$ cat src/rtl/wk_pkg.sv
package wk_pkg;

   // One address channel as seen by the wakeup logic
   typedef struct packed {
      logic intent;
      logic valid;
      logic ready;
   } wk_addr_ch_t;

   // Channel indices inside the top module
   localparam int WK_CH_RD = 0;
   localparam int WK_CH_WR = 1;
   localparam int WK_CH_SN = 2;
   localparam int WK_NUM_CH = 3;

   // Bits needed to hold a count from 0 to max_outst
   function automatic int cnt_width(input int max_outst);
      return (max_outst < 1) ? 1 : $clog2(max_outst + 1);
   endfunction

   // Outstanding limit for a channel index
   function automatic int chan_limit(input int idx, input int rd_max,
                                     input int wr_max, input int sn_max);
      return (idx == WK_CH_RD) ? rd_max : (idx == WK_CH_WR) ? wr_max : sn_max;
   endfunction

endpackage

$ cat src/rtl/wk_chan_track.sv
module wk_chan_track #(
   parameter bit USE_INTENT = 1'b1
) (
   input  logic clk,
   input  logic rst_n,
   input  logic intent,
   input  logic valid,
   input  logic hs,
   output logic wake
);

   generate
      if (USE_INTENT) begin : g_intent
         logic pend_q;
         // A new intent wins over the handshake that retires the old request
         always_ff @(posedge clk or negedge rst_n) begin
            if (!rst_n) pend_q <= 1'b0;
            else        pend_q <= intent | (pend_q & ~hs);
         end
         assign wake = pend_q | valid;
      end else begin : g_valid_only
         logic unused_inputs;
         assign unused_inputs = intent ^ hs ^ clk ^ rst_n;
         assign wake = valid;
      end
   endgenerate

endmodule

$ cat src/rtl/wk_outst_cnt.sv
module wk_outst_cnt #(
   parameter int MAX_OUTST = 8
) (
   input  logic clk,
   input  logic rst_n,
   input  logic inc,
   input  logic dec,
   output logic nz
);
   localparam int CW = wk_pkg::cnt_width(MAX_OUTST);

   if (MAX_OUTST < 1) begin : g_bad_limit
      $error("wk_outst_cnt: MAX_OUTST must be at least 1");
   end

   logic [CW-1:0] cnt_q;

   always_ff @(posedge clk or negedge rst_n) begin
      if (!rst_n) begin
         cnt_q <= '0;
      end else begin
         unique case ({inc, dec})
            2'b10:   cnt_q <= cnt_q + CW'(1);
            2'b01:   cnt_q <= cnt_q - CW'(1);
            default: cnt_q <= cnt_q;
         endcase
      end
   end

   assign nz = |cnt_q;

endmodule

$ cat src/rtl/iface_wake_gen.sv
module iface_wake_gen
   import wk_pkg::*;
#(
   parameter bit USE_INTENT   = 1'b1,
   parameter int RD_MAX_OUTST = 8,
   parameter int WR_MAX_OUTST = 8,
   parameter int SN_MAX_OUTST = 4
) (
   input  logic clk,
   input  logic rst_n,
   input  logic ar_intent,
   input  logic ar_valid,
   input  logic ar_ready,
   input  logic aw_intent,
   input  logic aw_valid,
   input  logic aw_ready,
   input  logic w_valid,
   input  logic rd_cmpl,
   input  logic wr_cmpl,
   input  logic sn_intent,
   input  logic sn_valid,
   input  logic sn_ready,
   input  logic sn_cmpl,
   output logic mst_wake,
   output logic snp_wake,
   output logic mst_busy,
   output logic snp_busy
);

   if (RD_MAX_OUTST < 1 || WR_MAX_OUTST < 1 || SN_MAX_OUTST < 1) begin : g_bad_cfg
      $error("iface_wake_gen: every outstanding limit must be at least 1");
   end

   wk_addr_ch_t          ch [WK_NUM_CH];
   logic [WK_NUM_CH-1:0] ch_hs;
   logic [WK_NUM_CH-1:0] ch_wake;
   logic [WK_NUM_CH-1:0] ch_cmpl;
   logic [WK_NUM_CH-1:0] ch_outst;

   assign ch[WK_CH_RD] = '{intent: ar_intent, valid: ar_valid, ready: ar_ready};
   assign ch[WK_CH_WR] = '{intent: aw_intent, valid: aw_valid, ready: aw_ready};
   assign ch[WK_CH_SN] = '{intent: sn_intent, valid: sn_valid, ready: sn_ready};

   assign ch_cmpl[WK_CH_RD] = rd_cmpl;
   assign ch_cmpl[WK_CH_WR] = wr_cmpl;
   assign ch_cmpl[WK_CH_SN] = sn_cmpl;

   for (genvar i = 0; i < WK_NUM_CH; i++) begin : g_ch
      localparam int LIMIT = chan_limit(i, RD_MAX_OUTST, WR_MAX_OUTST, SN_MAX_OUTST);

      assign ch_hs[i] = ch[i].valid & ch[i].ready;

      wk_chan_track #(
         .USE_INTENT (USE_INTENT)
      ) u_trk (
         .clk    (clk),
         .rst_n  (rst_n),
         .intent (ch[i].intent),
         .valid  (ch[i].valid),
         .hs     (ch_hs[i]),
         .wake   (ch_wake[i])
      );

      wk_outst_cnt #(
         .MAX_OUTST (LIMIT)
      ) u_cnt (
         .clk   (clk),
         .rst_n (rst_n),
         .inc   (ch_hs[i]),
         .dec   (ch_cmpl[i]),
         .nz    (ch_outst[i])
      );
   end

   // Write data has no intent of its own; its valid alone raises the hint
   assign mst_wake = ch_wake[WK_CH_RD] | ch_wake[WK_CH_WR] | w_valid;
   assign snp_wake = ch_wake[WK_CH_SN];

   assign mst_busy = mst_wake | ch_outst[WK_CH_RD] | ch_outst[WK_CH_WR];
   assign snp_busy = snp_wake | ch_outst[WK_CH_SN];

endmodule

$ cat config.mk
export PLATFORM = sky130hd
export DESIGN_NAME = iface_wake_gen
export DESIGN_NICKNAME = d
export VERILOG_FILES = /design/src/rtl/wk_pkg.sv /design/src/rtl/wk_chan_track.sv /design/src/rtl/wk_outst_cnt.sv /design/src/rtl/iface_wake_gen.sv
export SDC_FILE = /design/constraint.sdc
export NUM_CORES = 1
export LEC_CHECK = 0
export BUFFER_PORTS_ARGS = -buffer_cell sky130_fd_sc_hd__buf_2
export CAP_MARGIN = 20
export CORE_MARGIN = 8
export CORE_UTILIZATION = 51
export CTS_BUF_LIST = sky130_fd_sc_hd__clkbuf_16
export DETAILED_ROUTE_END_ITERATION = 7
export PLACE_DENSITY = 0.85
export REMOVE_ABC_BUFFERS = 1
export SYNTH_ARGS = -nofsm -noshare
export SYNTH_HDL_FRONTEND = slang
export SYNTH_SLANG_ARGS = --single-unit
$ cat constraint.sdc
create_clock -name clk -period 1.9 [get_ports clk]
set_input_delay 0.57 -clock clk [delete_from_list [all_inputs] [get_ports clk]]
set_output_delay 0.57 -clock clk [all_outputs]
set_load 0.01 [all_outputs]
**Yosys cells after proc, flatten, opt, wreduce, memory -nomap -nowiden**

Cells that the tools add are included.

- Register bits: 14
- Latch bits: 0
- RAM bits: 0
- Bits in read-only memories: 0
- Word-level logic and storage cells: 47
- Memories: 0

- $add $sub $neg: 6
- Multiply operators: 0
- Divide/modulo/power cells: 0
- Magnitude comparators: 0
- Eq/ne operators: 6
- Shift operators: 0
- Mux-type cells: 3
- Bitwise operators: 20
- Reductions and logical operators: 6

Operators by type and width:

| kind | number |
|---|---|
| case mux 4 bit (2 select lines) | 2 |
| OR 1 bit | 11 |
| adder 4 x 1 -> 4 bit (second input constant) | 2 |
| OR reduction 4 bit | 2 |
| subtractor 4 x 1 -> 4 bit (second input constant) | 2 |
| AND 1 bit | 6 |
| == test 2 x 1 -> 1 bit (second input constant) | 3 |
| == test 2 bit (second input constant) | 3 |
| case mux 3 bit (2 select lines) | 1 |
| nonzero test 2 bit | 3 |
| adder 3 x 1 -> 3 bit (second input constant) | 1 |
| inverter 1 bit | 3 |
| OR reduction 3 bit | 1 |
| subtractor 3 x 1 -> 3 bit (second input constant) | 1 |

**Logic depth before layout (Yosys ltp)**

Gate-level depths: netlist of the first run.

- Depth after elaboration: 5
- Depth in mapped cells: 8

**By module**

From an unflattened synthesis of the first run, not the netlist that was laid out.

- Cell total of the unflattened synthesis: 78
- Area, all modules: 847.1 sq um

Modules (own cells, without submodules):

| module | times used | cells an instance | area each (sq um) |
|---|---|---|---|
| wk_outst_cnt (g_ch[0].u_cnt ...) | 2 | 24 | 259.0 |
| wk_outst_cnt (g_ch[2].u_cnt) | 1 | 12 | 158.9 |
| wk_chan_track | 3 | 4 | 42.5 |
| iface_wake_gen | 1 | 6 | 42.5 |

**Worst setup path before layout of the first run**

Ideal clock, no wire load.

- Path kind: in2out
- From: input sn_valid
- To: output snp_busy
- Arrival time: 1332 ps
- Slack: -2 ps
- Cell stages on the path: 2
- Path buffers: 0
- Cell sequence: or2_2 > or4_1

- Cells in the longest elaborated chain, start to end: 2

RTL lines:

| item | RTL line | text |
|---|---|---|
| from (decl) | iface_wake_gen.sv:21 | `input logic sn_valid,` |
| OR 1 bit | wk_chan_track.sv:20 | `assign wake = pend_q \| valid;` |
| OR 1 bit | iface_wake_gen.sv:80 | `assign snp_busy = snp_wake \| ch_outst[WK_CH_SN];` |
| to (decl) | iface_wake_gen.sv:27 | `output logic snp_busy` |

No other way between the ends.

**Worst setup path in the final report of the first run**

Ends and elaborated chain as after synthesis.

==> flow_summary.yaml, run 1 <==
yosys:
  syn_avg_cell_area_um2: 11.3
  synth-seq-cells: 14
  synth_cells: 73
  yosysWarnings: 0
  syn-cell-area_um2: 823
  ys_types: 25
  yosysSeqAreaShare_pct: 42.6
sta:
  tightest_slew_ns: 0.317
  period_share_pct: 105
  rsz0062_at_grt: "yes"
  slew_viol_final: 0
  period_minus_slack_ns: 1.99
  slew_headroom_pct: 78.9
  max_freq_ghz: 0.503
  skew_ns: 0.00369
  hold_slack_ns: 0.221
  setup_viol: 1
  fin_tns_setup_ns: -0.0872
  worst_slack_ns: -0.0872
  hold_violations: 0
route:
  first_pass_iters: 4
  wirelength_mm: 1.73
  vias: 644
  drc: 0
  drt-initial-drc-count: 3
  antenna_left: 0
  avgRoutedWirePerCell_um: 14.8
  vias_per_cell: 5.50
run_status:
  failed_checks: "setup timing"
  status: "finished with violations"
worst_setup_path:
  rrSetupSlack_ns: 0.44
  crit_slowest_cell: "or4_1"
  crit_fanout: 2
  crit_type: "input pin to output pin"
  crit_arrival_ns: 1.42
  path_cells: "buf_6 -> or2_4 -> or4_1 -> buf_2"
  end_kind: "output pin"
  cp.required_ns: 1.33
  cp-start-kind: "input pin"
  crit_path_max_incr_delay_ns: 0.39
global_route:
  grt.overflow.total: 0
  grt_pass1_vias: 679
  grt_max_degree: 15
  track_usage_pct: 10.9
  antenna_found_initial: 0
  grt_pass1_wl_mm: 2.86
floorplanning:
  ioPinCount: 19
  initial_core_util_pct: 54.7
  die_height_um: 56.2
  rows: 14
  die_w_um: 56.2
  core_area_um2: 1510
  fp.dieArea_um2: 3160
power:
  ir_drop_uv: 662
  pwr_density_cell_nw_per_um2: 1320
  p_total_mw: 1.42
  power_leakage_nw: 0.512
cts:
  clock_path_buffers: 2
  root_buffer: "clkbuf_16"
  cts_made_buffers: 3
  postCtsHoldBufs: 0
  clkSlewWorstSetupHoldPaths_ns: 0.05
  htreeDepth: 1
  cts_tree: "done"
  insertion_delay_ns: 0.24
  clock-sinks: 14
finish:
  diodes: 0
  drive_gt1_share_pct: 34.7
  nets: 126
  syn2layout_area_growth_pct: 30.7
placement:
  post-place-ws_ns: -0.165
  gp_congestion: 0.746
  dp_hpwl_mm: 1.30
  portBuffers: 18
min_path:
  min_path_type: "input pin to asynchronous set/reset pin"
run:
  cap_violations: 0
-- cell families after synthesis --
kind of cell	after synthesis	share of synthesized area, %
AO/OA/AOI/OAI	10	9.42
buffers and inverters	3	1.37
XOR/XNOR	13	13.8
adder cells (fa/ha/maj)	8	13.1
AND/OR/NAND/NOR	21	14.6
multiplexers	4	5.17
flip-flops	14	42.6
-- what timing repair did --
item	CTS	global route
pin swaps	0	0
endpoints found under the setup margin	1	2
resized for setup	2	1
buffers inserted	0	1
endpoints found under the hold margin	0	0
-- layout make-up --
cell class                 count  area [um2]
tap                           16        20.0
sequential                    14         350
fill                         116         430
inverter                       3        11.3
clock buffer                   3        75.1
multi-input combinational     56         470
timing repair buffer          25         149
-- final timing paths --
kind / start / endpoint / cells after the start
min reg2reg: g_ch[2].u_cnt.cnt_q[2] / g_ch[2].u_cnt.cnt_q[2] / 1
max: sn_valid / snp_busy / 4
max reg2reg: g_ch[1].u_cnt.cnt_q[1] / g_ch[1].u_cnt.cnt_q[2] / 6
max in group asynchronous: rst_n / g_ch[0].u_cnt.cnt_q[0] / 1
min: rst_n / g_ch[1].u_trk.g_intent.pend_q / 1
min in group clk: g_ch[2].u_cnt.cnt_q[2] / g_ch[2].u_cnt.cnt_q[2] / 1
-- flip-flops by register name (all words and copies together) (netlist names) --
| register | flops |
|---|---|
| g_ch.u_cnt.cnt_q | 11 |
| g_ch.u_trk.g_intent.pend_q | 3 |
-- per-layer routing --
| layer | share of wire, % | global-route usage (%) |
|---|---|---|
| met5 | 0 | 0 |
| met2 | 48 | 19.8 |
| met1 | 44 | 11.1 |
| met3 | 7.6 | 4.79 |
| met4 | 0.35 | 2.06 |
-- synth_stat cells --
library cell   n  area, um2
a21o_1         3       22.5
a21oi_1        3       15.0
a31oi_1        1       6.26
a41oi_1        1       8.76
and2b_1        2       15.0
and2b_2        2       17.5
dfrtp_1       14        350
fa_1           1       20.0
ha_1           7       87.6
inv_1          3       11.3
mux2_2         2       22.5
mux2i_1        2       20.0
nand2_1        4       15.0
nand4_1        1       6.26
nor2_1         4       15.0
nor3_1         2       10.0
nor4_1         2       12.5
nor4b_1        1       8.76
o32ai_1        1       8.76
o41ai_2        1       16.3
or2_2          1       6.26
or3_1          1       6.26
or4_1          1       7.51
xnor2_1        3       26.3
xor2_1        10       87.6
-- worst max-delay path, delay by kind of cell --
family	cells	cell delay, ns
and+or+nand+nor	2	0.61
buffers and inverters	2	0.24
-- through the flow --
stage	instance area [um2]	std cells	utilization, %
2_1_floorplan	823	73	-
3_3_place_gp	978	113	65.0
3_5_place_dp	978	113	65.0
4_1_cts	1060	116	70.5
5_1_grt	1080	117	71.4
6_report	1080	117	71.4
-- layout by cell type (no fill, tap or decap), drive strengths merged, types with 2 or more instances in the layout --
cell,instances
dfrtp,14
xor2,10
a21o,3
clkbuf,3
nor2,4
nor4,2
and2b,4
ha,7
nand2,4
mux2,2
mux2i,2
inv,3
a21oi,3
nor3,2
buf,25
xnor2,3
-- report_power, final --
group	switching (mW)	total, mW	internal [mW]
Combinational	0.201	0.448	0.247
Sequential	0.161	0.592	0.431
Clock	0.108	0.382	0.274
Total	0.470	1.42	0.952
(Power assumes the default switching activity.)
==> inputs of run 2 (changes only) <==
--- a/config.mk
+++ b/config.mk
@@ -7,12 +7,14 @@
 export LEC_CHECK = 0
 export BUFFER_PORTS_ARGS = -buffer_cell sky130_fd_sc_hd__buf_2
 export CAP_MARGIN = 20
+export CORE_ASPECT_RATIO = 1.25
 export CORE_MARGIN = 8
-export CORE_UTILIZATION = 51
+export CORE_UTILIZATION = 40
 export CTS_BUF_LIST = sky130_fd_sc_hd__clkbuf_16
 export DETAILED_ROUTE_END_ITERATION = 7
-export PLACE_DENSITY = 0.85
+export PLACE_DENSITY = 0.71
 export REMOVE_ABC_BUFFERS = 1
 export SYNTH_ARGS = -nofsm -noshare
 export SYNTH_HDL_FRONTEND = slang
 export SYNTH_SLANG_ARGS = --single-unit
+export TNS_END_PERCENT = 10
==> run 2 against run 1 <==
  * First-iteration DRC count grew to 4.0 times the previous value
  * Sequential share of layout area shrank 0.44 points
  * Routed wire length shrank 5.2%
  * Clock power grew 6.3%
  * The flow still finishes with violations (setup timing)
  * Fmax shrank 0.23%
  * Cell area grew 1.7%
  * Setup slack lost 0.0045 ns
  * Combinational power shrank 0.9%
==> flow_summary.yaml, run 2 (synthesized netlist as in run 1, its figures left out) <==
worst_setup_path:
  crit_type: "input pin to output pin"
  cp.required_ns: 1.33
  crit_fanout: 2
  end_kind: "output pin"
  r2r-end: "g_ch[1].u_cnt.cnt_q[2]"
  cp-start-kind: "input pin"
  rrSetupSlack_ns: 0.42
  crit_arrival_ns: 1.42
  ff2ff_path_depth: 6
  regToRegStartpoint: "g_ch[1].u_cnt.cnt_q[1]"
finish:
  final_cell_mix: "buf_2, dfrtp_1, xor2_1"
  largest-register: "g_ch.u_cnt.cnt_q"
  syn2layout_area_growth_pct: 33.0
  nets: 126
  drive_gt1_share_pct: 35.3
  final_common_cell: "buf_2"
  diodes: 0
  fill_cells: 173
  seqCellArea_um2: 352
  top_regs: "g_ch.u_cnt.cnt_q (11), g_ch.u_trk.g_intent.pend_q (3)"
  multi_input_area_um2: 479
  fin_cells: 122
  largest_reg_flops: 11
cts:
  clock_path_buffers: 2
  htreeDepth: 1
  root_buffer: "clkbuf_16"
  insertion_delay_ns: 0.25
  cts_made_buffers: 3
  clkSlewWorstSetupHoldPaths_ns: 0.05
  postCtsHoldBufs: 0
  cts_setup_buffers: 0
  cts_tree: "done"
  clock-sinks: 14
run:
  cap_violations: 0
sta:
  max_freq_ghz: 0.502
  worst_slack_ns: -0.0917
  period_share_pct: 105
  period_minus_slack_ns: 1.99
  hold_slack_ns: 0.210
  rsz0062_at_grt: "yes"
  setup_viol: 1
  slew_viol_final: 0
  skew_ns: 0.00597
  tightest_slew_ns: 0.332
  hold_violations: 0
  slew_headroom_pct: 77.8
run_status:
  failed_checks: "setup timing"
  status: "finished with violations"
route:
  vias_per_cell: 5.15
  drc: 0
  first_pass_iters: 4
  vias: 628
  drt-initial-drc-count: 12
  antenna_left: 0
  wirelength_mm: 1.64
  avgRoutedWirePerCell_um: 13.4
placement:
  dp_hpwl_mm: 1.22
  placed_cells_incl_taps: 118
  gp_congestion: 0.689
  portBuffers: 18
global_route:
  grt_max_degree: 15
  grt_pass1_vias: 670
  grt.overflow.total: 0
  grt_pass1_wl_mm: 2.79
  antenna_found_initial: 0
  track_usage_pct: 9.50
min_path:
  min_path_type: "input pin to asynchronous set/reset pin"
floorplanning:
  ioPinCount: 19
  core_area_um2: 1960
  initial_core_util_pct: 42.0
  rows: 18
  die_w_um: 56.6
  die_height_um: 66.7
  fp.dieArea_um2: 3780
power:
  power_leakage_nw: 0.514
  ir_drop_uv: 740
  pwr_density_cell_nw_per_um2: 1330
run 2: cell types whose count changed in the layout (fill, tap and decap cells not counted):
| cell | delta |
|---|---|
| dfrtp_1 | -1 |
| clkinv_1 | +1 |
| dfrtp_2 | +1 |
| nor4_4 | +1 |
| nor4_2 | -1 |
run 2: worst max-delay path, cell delays in order:
cell,delay (ns)
buf_6,0.09
or2_4,0.22
or4_1,0.39
buf_2,0.15
run 2: where the power goes:
group / internal, mW / switching [mW] / leakage [nW] / total (mW)
sequential: 0.433 / 0.171 / 0.158 / 0.604
combinational: 0.253 / 0.191 / 0.318 / 0.444
clock: 0.279 / 0.127 / 0.0385 / 0.406
total: 0.965 / 0.490 / 0.514 / 1.45
run 2: worst max path at each step:
| stage | to | slack (ns) | start | depth (start not counted) |
|---|---|---|---|---|
| floorplan | snp_busy | -0.002 | sn_valid | 2 |
| global placement | snp_busy | -0.15 | sn_valid | 4 |
| detailed placement | snp_busy | -0.15 | sn_valid | 4 |
| CTS | snp_busy | -0.09 | sn_valid | 4 |
| global route | snp_busy | -0.12 | g_ch[2].u_trk.g_intent.pend_q | 3 |
| finish | snp_busy | -0.09 | sn_valid | 4 |
run 2: routing by layer:
layer	vias to the layer above	global-route usage [%]	share of wire, %	routed length, um
met2	20	15.4	47	762
met1	288	9.32	42	694
met3	4	4.94	8.6	140
met5	-	0	0	0
li1	316	-	-	-
met4	0	6.33	2.3	38
run 2: per-stage QoR:
stage | TNS [ns] | power, mW | worst slack, ns | utilization [%] | instance area (um2)
global route | -0.120 | 1.56 | -0.120 | 55.9 | 1090
floorplan | -0.00170 | 0.890 | -0.00170 | - | 823
CTS | -0.0890 | 1.44 | -0.0890 | 55.4 | 1080
detailed placement | -0.223 | 1.01 | -0.148 | 50.6 | 991
finish | -0.0917 | 1.45 | -0.0917 | 55.9 | 1090
global placement | -0.164 | 0.992 | -0.148 | 50.6 | 991
run 2: repair_timing:
action | in CTS | in global routing
cloned | 0 | 0
resized for setup | 3 | 2
pin swaps | 0 | 1
endpoints found under the setup margin | 2 | 2
run 2: layout make-up:
class	count	share of cell area [%]
multi-input combinational	56	43.8
sequential	14	32.1
timing repair buffer	25	13.6
clock buffer	3	6.86
tap	20	2.29
inverter	3	1.03
clock inverter	1	0.343
